--- config.mk ---
export PLATFORM = sky130hd
export DESIGN_NAME = gpo_port
export DESIGN_NICKNAME = d
export VERILOG_FILES = /design/src/rtl/gpo_pkg.sv /design/src/rtl/gpo_setclr_reg.sv /design/src/rtl/gpo_cfg_reg.sv /design/src/rtl/gpo_pin_mux.sv /design/src/rtl/gpo_port.sv
export SDC_FILE = /design/constraint.sdc
export NUM_CORES = 1
export LEC_CHECK = 0
export BUFFER_PORTS_ARGS = -buffer_cell sky130_fd_sc_hd__buf_2
export CORE_MARGIN = 10
export CORE_UTILIZATION = 30
export CTS_CLUSTER_DIAMETER = 30
export CTS_CLUSTER_SIZE = 12
export DETAILED_ROUTE_END_ITERATION = 10
export HOLD_SLACK_MARGIN = 0.03
export PLACE_DENSITY = 0.61
export SETUP_SLACK_MARGIN = 0.5
export SYNTH_ARGS = -nofsm -noshare
export SYNTH_HDL_FRONTEND = slang
export SYNTH_SLANG_ARGS = --single-unit
--- constraint.sdc ---
create_clock -name clk -period 2.2 [get_ports clk]
set_clock_uncertainty 0.15 [all_clocks]
set_input_delay 0.11 -clock clk [delete_from_list [all_inputs] [get_ports clk]]
set_output_delay 0.11 -clock clk [all_outputs]
set_load 0.1 [all_outputs]
--- src/rtl/gpo_pkg.sv ---
// Package: shared constants and types for the output port.
// Assumes an eight-pin port whose upper six pins can be rerouted.
package gpo_pkg;
    localparam int PIN_W    = 8;
    localparam int FIXED_LO = 2;   // pins below this index never reroute

    // Source code for the two pins with four-way routing.
    typedef enum logic [1:0] {
        SRC_REG  = 2'b00,
        SRC_ALT1 = 2'b01,
        SRC_ALT2 = 2'b10,
        SRC_ALT3 = 2'b11
    } quad_sel_e;

    // Bundle of internal alternate signals.
    typedef struct packed {
        logic tx_rdy_b;
        logic tx_rdy_a;
        logic rx_rdy_b;
        logic rx_rdy_a;
        logic ct_out;
        logic tx_clk1_b;
        logic rx_clk1_b;
        logic tx_clk16_a;
        logic tx_clk1_a;
        logic rx_clk1_a;
    } alt_src_t;
endpackage

--- src/rtl/gpo_setclr_reg.sv ---
// Module: output register changed only through set and clear strobes.
// Assumes synchronous active-low reset. When both strobes hit the same bit, the clear wins.
module gpo_setclr_reg #(
    parameter int W = 8
) (
    input  logic         clk,
    input  logic         rst_n,
    input  logic         set_we,
    input  logic [W-1:0] set_data,
    input  logic         clr_we,
    input  logic [W-1:0] clr_data,
    output logic [W-1:0] q
);
    logic [W-1:0] set_mask;
    logic [W-1:0] clr_mask;
    logic [W-1:0] q_next;

    // Purpose: gate each data byte with its strobe.
    always_comb begin
        set_mask = set_we ? set_data : '0;
        clr_mask = clr_we ? clr_data : '0;
    end

    // Purpose: apply the set, then the clear, so the clear has priority.
    always_comb begin
        q_next = (q | set_mask) & ~clr_mask;
    end

    // Purpose: hold the register; reset to all zeros.
    always_ff @(posedge clk) begin
        if (!rst_n) begin
            q <= '0;
        end else begin
            q <= q_next;
        end
    end
endmodule

--- src/rtl/gpo_cfg_reg.sv ---
// Module: routing byte register that is loaded whole on its write strobe.
// Assumes synchronous active-low reset to all zeros, which selects register bits everywhere.
module gpo_cfg_reg #(
    parameter int W = 8
) (
    input  logic         clk,
    input  logic         rst_n,
    input  logic         we,
    input  logic [W-1:0] d,
    output logic [W-1:0] q
);
    // Purpose: load on strobe, clear on reset.
    always_ff @(posedge clk) begin
        if (!rst_n) begin
            q <= '0;
        end else if (we) begin
            q <= d;
        end
    end
endmodule

--- src/rtl/gpo_pin_mux.sv ---
// Module: chooses the source of each pin and drives it inverted.
// Assumes the fixed layout: pins 7..4 have a two-way choice, pins 3 and 2 have a four-way choice,
// and pins 1..0 are fixed to their register bits.
module gpo_pin_mux
    import gpo_pkg::*;
(
    input  logic [PIN_W-1:0] reg_q,
    input  logic [PIN_W-1:0] cfg_q,
    input  alt_src_t         alt,
    output logic [PIN_W-1:0] pin_n
);
    localparam int SINGLE_LO = 4;

    logic [PIN_W-1:0] src;
    logic [PIN_W-1:SINGLE_LO] single_alt;
    quad_sel_e sel3;
    quad_sel_e sel2;

    // Purpose: order the two-way alternates by pin index.
    always_comb begin
        single_alt = {alt.tx_rdy_b, alt.tx_rdy_a, alt.rx_rdy_b, alt.rx_rdy_a};
    end

    // Purpose: decode the two four-way routing fields.
    always_comb begin
        sel3 = quad_sel_e'(cfg_q[3:2]);
        sel2 = quad_sel_e'(cfg_q[1:0]);
    end

    genvar gi;
    generate
        for (gi = SINGLE_LO; gi < PIN_W; gi++) begin : g_two_way
            // Purpose: the routing bit picks either the alternate or the register bit.
            always_comb begin
                src[gi] = cfg_q[gi] ? single_alt[gi] : reg_q[gi];
            end
        end
        for (gi = 0; gi < FIXED_LO; gi++) begin : g_fixed
            // Purpose: the low pins always follow the register.
            always_comb begin
                src[gi] = reg_q[gi];
            end
        end
    endgenerate

    // Purpose: four-way choice for pin 3.
    always_comb begin
        unique case (sel3)
            SRC_REG:  src[3] = reg_q[3];
            SRC_ALT1: src[3] = alt.ct_out;
            SRC_ALT2: src[3] = alt.tx_clk1_b;
            default:  src[3] = alt.rx_clk1_b;
        endcase
    end

    // Purpose: four-way choice for pin 2.
    always_comb begin
        unique case (sel2)
            SRC_REG:  src[2] = reg_q[2];
            SRC_ALT1: src[2] = alt.tx_clk16_a;
            SRC_ALT2: src[2] = alt.tx_clk1_a;
            default:  src[2] = alt.rx_clk1_a;
        endcase
    end

    // Purpose: the pins are active low.
    always_comb begin
        pin_n = ~src;
    end
endmodule

--- src/rtl/gpo_port.sv ---
// Module: top of the general-purpose output port.
// Assumes synchronous active-low reset, and alternate sources that are already synchronous to clk.
module gpo_port
    import gpo_pkg::*;
(
    input  logic       clk,
    input  logic       rst_n,
    input  logic       set_we,
    input  logic [7:0] set_data,
    input  logic       clr_we,
    input  logic [7:0] clr_data,
    input  logic       cfg_we,
    input  logic [7:0] cfg_data,
    input  logic       tx_rdy_a,
    input  logic       tx_rdy_b,
    input  logic       rx_rdy_a,
    input  logic       rx_rdy_b,
    input  logic       ct_out,
    input  logic       tx_clk16_a,
    input  logic       tx_clk1_a,
    input  logic       rx_clk1_a,
    input  logic       tx_clk1_b,
    input  logic       rx_clk1_b,
    output logic [7:0] pin_n
);
    logic [PIN_W-1:0] reg_q;
    logic [PIN_W-1:0] cfg_q;
    alt_src_t         alt;

    // Purpose: gather the alternate inputs into one bundle.
    always_comb begin
        alt.tx_rdy_b   = tx_rdy_b;
        alt.tx_rdy_a   = tx_rdy_a;
        alt.rx_rdy_b   = rx_rdy_b;
        alt.rx_rdy_a   = rx_rdy_a;
        alt.ct_out     = ct_out;
        alt.tx_clk1_b  = tx_clk1_b;
        alt.rx_clk1_b  = rx_clk1_b;
        alt.tx_clk16_a = tx_clk16_a;
        alt.tx_clk1_a  = tx_clk1_a;
        alt.rx_clk1_a  = rx_clk1_a;
    end

    gpo_setclr_reg #(.W(PIN_W)) i_outreg (
        .clk      (clk),
        .rst_n    (rst_n),
        .set_we   (set_we),
        .set_data (set_data),
        .clr_we   (clr_we),
        .clr_data (clr_data),
        .q        (reg_q)
    );

    gpo_cfg_reg #(.W(PIN_W)) i_cfgreg (
        .clk   (clk),
        .rst_n (rst_n),
        .we    (cfg_we),
        .d     (cfg_data),
        .q     (cfg_q)
    );

    gpo_pin_mux i_mux (
        .reg_q (reg_q),
        .cfg_q (cfg_q),
        .alt   (alt),
        .pin_n (pin_n)
    );
endmodule

== Word-level counts from Yosys, hierarchy flattened ==
Index checks and enable logic that the tools add are counted.
Storage, ports and cells
  input bits: 39
  logic and storage cells: 20
  flip-flop bits (word level): 16
Operators by class
  bitwise gates (word level): 4
  eq/ne operators: 4
  reduce and logical (&&, ||, !) cells: 2
  muxes and demuxes: 8
Operators with widths (count)
  2-to-1 mux 8 bit: 2
  NOT 8 bit: 2
  AND 8 bit: 1
  OR 8 bit: 1
  case mux 1 bit (3 select lines): 2
  == test 2 x 1 -> 1 bit (second input constant): 2
  == test 2 bit (second input constant): 2
  logical NOT 2 bit: 2
  2-to-1 mux 1 bit: 4

== Longest topological paths before layout ==
Gate-level depths: netlist of the first run.
  word-level depth: 3
  depth in mapped cells: 3

== Hierarchy ==
Synthesis of the first run repeated with hierarchy kept, for this count alone.
Unflattened totals
  cell total of the unflattened synthesis: 62
  area total of the unflattened synthesis: 752.0 um^2
Modules (own cells, without submodules)
  gpo_setclr_reg: cells an instance 27, times used 1, area each 350.3 um^2, sequential area each 160.2 um^2
  gpo_cfg_reg: cells an instance 25, times used 1, area each 301.5 um^2, sequential area each 160.2 um^2
  gpo_pin_mux: cells an instance 10, times used 1, area each 100.1 um^2, sequential area each 0.0 um^2

== Least setup slack after synthesis of the first run ==
Ideal clock, no wire load.
  kind: reg2out
  start: register i_cfgreg.q[4]
  end: output port pin_n[4]
  buffers on the path: 0
  path slack: 19 ps
  stages on the path, launching flop included: 2
  arrival: 1921 ps
  required time: 1940 ps
  cells stage by stage: dfxtp_1 > mux2i_1
On the way
  word-level cells in the longest chain between the ends: 2
RTL lines
  start, declared: RTL line gpo_cfg_reg.sv:10  | output logic [W-1:0] q
  start signal, assigned: RTL line gpo_cfg_reg.sv:15  | q <= '0;
  start signal, assigned: RTL line gpo_cfg_reg.sv:17  | q <= d;
  2-to-1 mux 1 bit: RTL line gpo_pin_mux.sv:35  | src[gi] = cfg_q[gi] ? single_alt[gi] : reg_q[gi];
  NOT 8 bit: RTL line gpo_pin_mux.sv:68  | pin_n = ~src;
  end, declared: RTL line gpo_port.sv:24  | output logic [7:0] pin_n
No other way between the ends.

== Worst setup path after layout of the first run ==
  start: register i_cfgreg.q[2]
  end: output port pin_n[3]
On the way
  word-level cells in the longest chain between the ends: 3
RTL lines
  == test 2 bit, or another cell as far along: RTL line gpo_pin_mux.sv:48  | unique case (sel3)
  case mux 1 bit (3 select lines) (*): RTL line gpo_pin_mux.sv:48
  NOT 8 bit (*): RTL line gpo_pin_mux.sv:68
Mark *: on every way between the ends. The rest lies on a longest branch, timed or not.

==> qor.csv, run 1 <==
metric;value;unit
Synth Area in Compound Gates;15.33;%
DRC;0;
Port Buffers;46;
Post-Syn Area per Cell;10.37;µm²
Vias;710;
CP Buf/Inv Count;2;
fin crit share;75.22;%
crit end category;output pin;
worst-skew pair later-pin latency;0.28;ns
Core Rows;16;
internal power;0.5089;mW
post-synthesis sequential area ratio;49.04;%
CTS tree;yes;
Clock Pin Slew Worst Setup and Hold Paths;0.09;ns
worst min path class;in -> reg;
wire per inst;14.44;µm
ant diodes;0;
maximum vdd drop;333.1;µV
vias in the first global route;755;
status;completed;
Synthesized Nets;102;
pwr dens;617.3;nW/µm²
Die Area;4444;µm²
Worst EP arrival;1.39;ns
initial antenna violation count;0;
Worst Max-Slew Pin Slew;0.5190;ns
core footprint;2022;µm²
DRT Pass-1 Iters;2;
Synth Instances;63;
largest family of logic cells by synthesized area;multiplexers;
Yosys Warn Count;0;
Post-DRT Antenna Nets;0;
Leakage;0.5721;nW
sequential share of power;42.1;%
simple-gate area share of the yosys netlist;4.598;%
clk sink count;16;
RSZ-0062 raised after global routing;true;
Num CTS Buffers;3;
area of the multi-input gates;310.3;µm²
post-synthesis xor/xnor area fraction;0;%
total I/O pin count;47;
total gr overflow;0;
net load switching power;0.2457;mW
Seq. cell area;322.8;µm²
combinational share of power;32.2;%
Worst R2R Path Depth;3;
Total GRT Usage;10.41;%
HPWL Detailed;1615;µm
Placer Congestion;0.7346;
Worst path max stage delay;0.51;ns
Distinct cells, synth;10;
critical path depth;3;
crit-path cells;mux4_2 -> inv_2 -> buf_12;
commonest non-fill, non-tap cell in the layout;buf_2;
final hold vios;0;
Max Slew Vio Count;0;
Startpoint Class;flop;
area delta synth->final;87.16;%
DR iter-0 viols;15;
H-tree Lvls;1;
Post-Place Worst Slack;0.5946;ns
Fillers;194;
Synth Cell Area;653.1;µm²
# nets final;173;
post-synthesis mux area share;25.29;%
post-synthesis adder-cell area fraction;0;%
final worst slack;0.5452;ns
f_max;604.3;MHz
R2R setup slack;0.83;ns
Slew headroom;65.36;%
DR vias/cell;4.438;
flops & latches, synth;16;
critical path's slowest cell;mux4_2;
final setup TNS;0;ns
Clock Path Buffers;2;
pin count of the biggest net entering global routing;17;
fin crit period;1.655;ns
maxcap violations;0;
Switching Fraction;32.56;%
clock share of power;25.7;%
Setup CP Type;reg -> out;
first-pass GRT wire length;3601;µm
Final Setup Violations;0;
post-CTS setup buffer count;0;
crit path max fanout;2;
Die H;66.66;µm
Detailed Route WL;2311;µm
WP data required;1.94;ns
Initial Util;32.30;%
CTS root buf;clkbuf_4;
layout cells sized above 1;45.11;%
family with the most delay on the worst path;multiplexers;
Die X;66.66;µm
most frequent cells in the layout;buf_2, dlygate4sd3_1, dfxtp_1;
Hold Path Cell Cnt;3;
## Yosys cell counts, drive strengths merged
| cell type | n | area (µm²) |
|---|---|---|
| a211oi | 8 | 60.06 |
| a21oi | 8 | 40.04 |
| buf | 2 | 10.01 |
| clkbuf | 2 | 8.750 |
| dfxtp | 16 | 320.3 |
| inv | 5 | 18.77 |
| mux2i | 12 | 120.1 |
| mux4 | 2 | 45.04 |
| nor2 | 8 | 30.03 |
## sequential cells by signal, indices dropped and copies added (netlist names)
| register | cells |
|---|---|
| i_cfgreg.q | 8 |
| i_outreg.q | 8 |
## layer usage
metal / global-route usage (%) / wire length, µm
met1: 11.00 / 933
met2: 18.25 / 1160
met4: 3.141 / 9
met5: 0 / 0
met3: 4.348 / 206
## power by group through the flow
stage	Sequential [mW]	Clock [mW]	Combinational, mW
after detailed placement	0.325	0	0.192
final	0.318	0.194	0.243
after CTS	0.319	0.198	0.241
after global placement	0.324	0	0.189
after global routing	0.320	0.214	0.256
after floorplan	0.322	0	0.141
## logic make-up after synthesis
family,Yosys count
compound gates,16
flops,16
mux,14
buf+inv,9
simple gates,8
## per-stage QoR
| stage | util (%) | cell area, µm² | hold WS (ns) | total power, mW | cells |
|---|---|---|---|---|---|
| 3_5_place_dp | 45.17 | 913.4 | 0.1480 | 0.5163 | 132 |
| 3_3_place_gp | 45.17 | 913.4 | 0.1489 | 0.5123 | 132 |
| 6_report | 60.46 | 1222 | 0.1140 | 0.7546 | 160 |
| 2_1_floorplan | - | 668.1 | 0.06009 | 0.4632 | 63 |
| 4_1_cts | 60.46 | 1222 | 0.1143 | 0.7568 | 160 |
| 5_1_grt | 60.46 | 1222 | 0.1274 | 0.7909 | 160 |
## cell type report
type	instances	area share, %
timing repair buffer	70	40.94
sequential	16	26.41
multi-input combinational	38	25.38
clock buffer	4	2.968
tap	27	2.764
inverter	5	1.535
## path summary, 6_finish.rpt
path	from	to
worst max register to register	i_outreg.q[5]	i_outreg.q[5]
worst min-delay path	cfg_we	i_cfgreg.q[5]
worst min register to register	i_cfgreg.q[0]	i_cfgreg.q[0]
worst max-delay path	i_cfgreg.q[2]	pin_n[3]
## worst min-delay path: stages
cell and delay [ns]:
buf_2 0.19, mux2i_1 0.14, nor2_1 0.07
## repair_timing
action	in CTS	in global routing
setup endpoints to repair	2	2
pin swaps	0	0
hold buffers	24	0
resized for setup	10	2
endpoints found under the hold margin	16	0
Note: power is estimated with default switching activity, not from simulation.
==> run 2, diff against run 1 <==
==> constraint.sdc (replaced) <==
create_clock -name clk -period 1.6 [get_ports clk]
set_clock_uncertainty 0.15 [all_clocks]
set_input_delay 0.08 -clock clk [delete_from_list [all_inputs] [get_ports clk]]
set_output_delay 0.08 -clock clk [all_outputs]
set_load 0.1 [all_outputs]
==> run 2 against run 1 <==
- the flow now finishes with violations (negative setup slack)
- sequential power rose by 40%
- die area stayed put
- global-route usage up 1.7 points
- count of clock-buffer cells in the layout unchanged
- largest cell class unchanged
- largest power group unchanged
- highest routed layer unchanged
==> qor.csv, run 2 (synthesis gave the netlist of run 1 again) <==
metric;value;unit;change
Final Setup Violations;2;;+2
Leakage;0.6092;nW;+6.5%
vias in the first global route;880;;+17%
Die X;66.66;µm;unchanged
DR vias/cell;4.574;;+3.1%
ant diodes;0;;unchanged
status;finished with violations;;
net load switching power;0.3588;mW;+46%
crit-path cells;mux4_2 -> clkinvlp_4 -> buf_12;;
Total GRT Usage;12.11;%;+1.7 points
post-CTS setup buffer count;0;;unchanged
final core area utilization;68.87;%;+8.4 points
worst min path class;in -> reg;;
initial antenna violation count;0;;unchanged
fin crit period;1.688;ns;
Die H;66.66;µm;unchanged
pwr dens;795.4;nW/µm²;+29%
Switching Fraction;32.39;%;-0.17 points
fin crit share;105.5;%;
commonest non-fill, non-tap cell in the layout;buf_2;;
Die Area;4444;µm²;unchanged
Post-DRT Antenna Nets;0;;unchanged
Post-Place Worst Slack;0.2425;ns;-0.3521 ns
f_max;592.5;MHz;
family with the most delay on the worst path;multiplexers;;
CTS tree;yes;;
DR iter-0 viols;15;;unchanged
layout cells sized above 1;50.37;%;+5.3 points
Slew headroom;64.00;%;-1.4 points
total I/O pin count;47;;unchanged
sequential share of power;40.1;%;-2.0 points
Num CTS Buffers;3;;unchanged
Clock Path Buffers;2;;unchanged
Worst EP arrival;1.46;ns;+0.07 ns
RSZ-0062 raised after global routing;true;;
Placer Congestion;0.7133;;-2.9%
worst-skew pair later-pin latency;0.28;ns;about the same
Port Buffers;46;;unchanged
design area;1393;µm²;+14%
clk sink count;16;;unchanged
CTS root buf;clkbuf_4;;
Fillers;163;;-16%
WP data required;1.37;ns;-0.57 ns
Detailed Route WL;2524;µm;+9.2%
Placed Instance Area;999.7;µm²;+9.5%
Regs by FF count;i_cfgreg.q (8), i_outreg.q (8);;
pin count of the biggest net entering global routing;17;;unchanged
wire per inst;15.58;µm;+7.9%
Crit. Startpoint;i_cfgreg.q[0];;
Clock Pin Slew Worst Setup and Hold Paths;0.10;ns;about the same
most frequent cells in the layout;buf_2, dlygate4sd3_1;;
maxcap violations;0;;unchanged
# nets final;175;;+1.2%
final hold vios;0;;unchanged
total gr overflow;0;;unchanged
Setup CP Type;reg -> out;;
maximum vdd drop;503.9;µV;+51%
final setup TNS;-0.1357;ns;-0.1357 ns
final worst slack;-0.08763;ns;-0.6328 ns
DRT Pass-1 Iters;4;;+2
core footprint;2022;µm²;unchanged
crit end category;output pin;;
FF-to-FF Start;i_cfgreg.q[7];;
failing checks;negative setup slack;;
clock share of power;24.2;%;-1.5 points
Vias;741;;+4.4%
DRC;0;;unchanged
critical path's slowest cell;mux4_2;;
Startpoint Class;flop;;
first-pass GRT wire length;4153;µm;+15%
Initial Util;32.30;%;unchanged
Worst Max-Slew Pin Slew;0.5394;ns;+0.02039 ns
min-delay src;cfg_we;;
crit path max fanout;2;;unchanged
CP Buf/Inv Count;2;;unchanged
combinational share of power;35.7;%;+3.5 points
area delta synth->final;113.2;%;
Worst path max stage delay;0.53;ns;+0.02 ns
Core Rows;16;;unchanged
internal power;0.7489;mW;+47%
H-tree Lvls;1;;unchanged
Max Slew Vio Count;0;;unchanged
## run 2: cell count changes in the layout (fill, tap and decap cells not counted)
cell           before  now
buf_2              44   37
buf_12              2    8
dfxtp_1            14    8
dfxtp_2             2    8
clkinvlp_4          0    4
mux2i_2             4    0
mux2i_4             0    4
dlygate4sd3_1      24   26
inv_1               3    1
inv_2               2    0
clkbuf_4            3    4
## run 2: area by class of cell
type	count	area [µm²]	share of cell area (%)
clock buffer	4	36.28	2.606
tap	27	33.78	2.426
timing repair buffer	72	613.1	44.03
multi-input combinational	38	345.3	24.80
inverter	5	33.78	2.426
sequential	16	330.3	23.72
## run 2: worst paths after layout
path | cells after the start | slack (ns) | to
worst max register to register | 2 | 0.74 | i_cfgreg.q[7]
worst min register to register | 2 | 0.37 | i_cfgreg.q[3]
worst min-delay path | 3 | 0.09 | i_cfgreg.q[3]
worst max-delay path | 3 | -0.09 | pin_n[2]
## run 2: worst min-delay path, delay by kind of cell
family | cells | cell delay (ns)
buf+inv | 1 | 0.19
simple gates | 1 | 0.07
mux | 1 | 0.15
## run 2: layer usage
metal | vias to the layer above | track usage, % | wire length [µm]
li1 | 370 | - | -
met2 | 34 | 23.10 | 1347
met4 | 0 | 3.141 | 20
met3 | 4 | 5.518 | 221
met1 | 333 | 11.22 | 935
met5 | - | 0 | 0
## run 2: per-stage QoR
step,total power [mW],hold WS (ns),std cells
after floorplan,0.6572,0.03009,63
after global placement,0.7458,0.1133,132
after detailed placement,0.7527,0.1174,132
after CTS,1.114,0.07379,162
after global routing,1.166,0.08334,162
final,1.108,0.08756,162
## run 2: power groups by stage
stage               registers, mW  clock network, mW  logic, mW
global placement            0.452                  0      0.294
global route                0.447              0.304      0.415
detailed placement          0.453                  0      0.300
floorplan                   0.450                  0      0.207
CTS                         0.445              0.279      0.391
finish                      0.445              0.268      0.395
## run 2: what timing repair did
item / 4_1_cts / 5_1_grt
resized for setup: 27 / 1
pin swaps: 0 / 0
setup endpoints to repair: 8 / 9
hold endpoints to repair: 16 / 0
hold buffers: 26 / 0
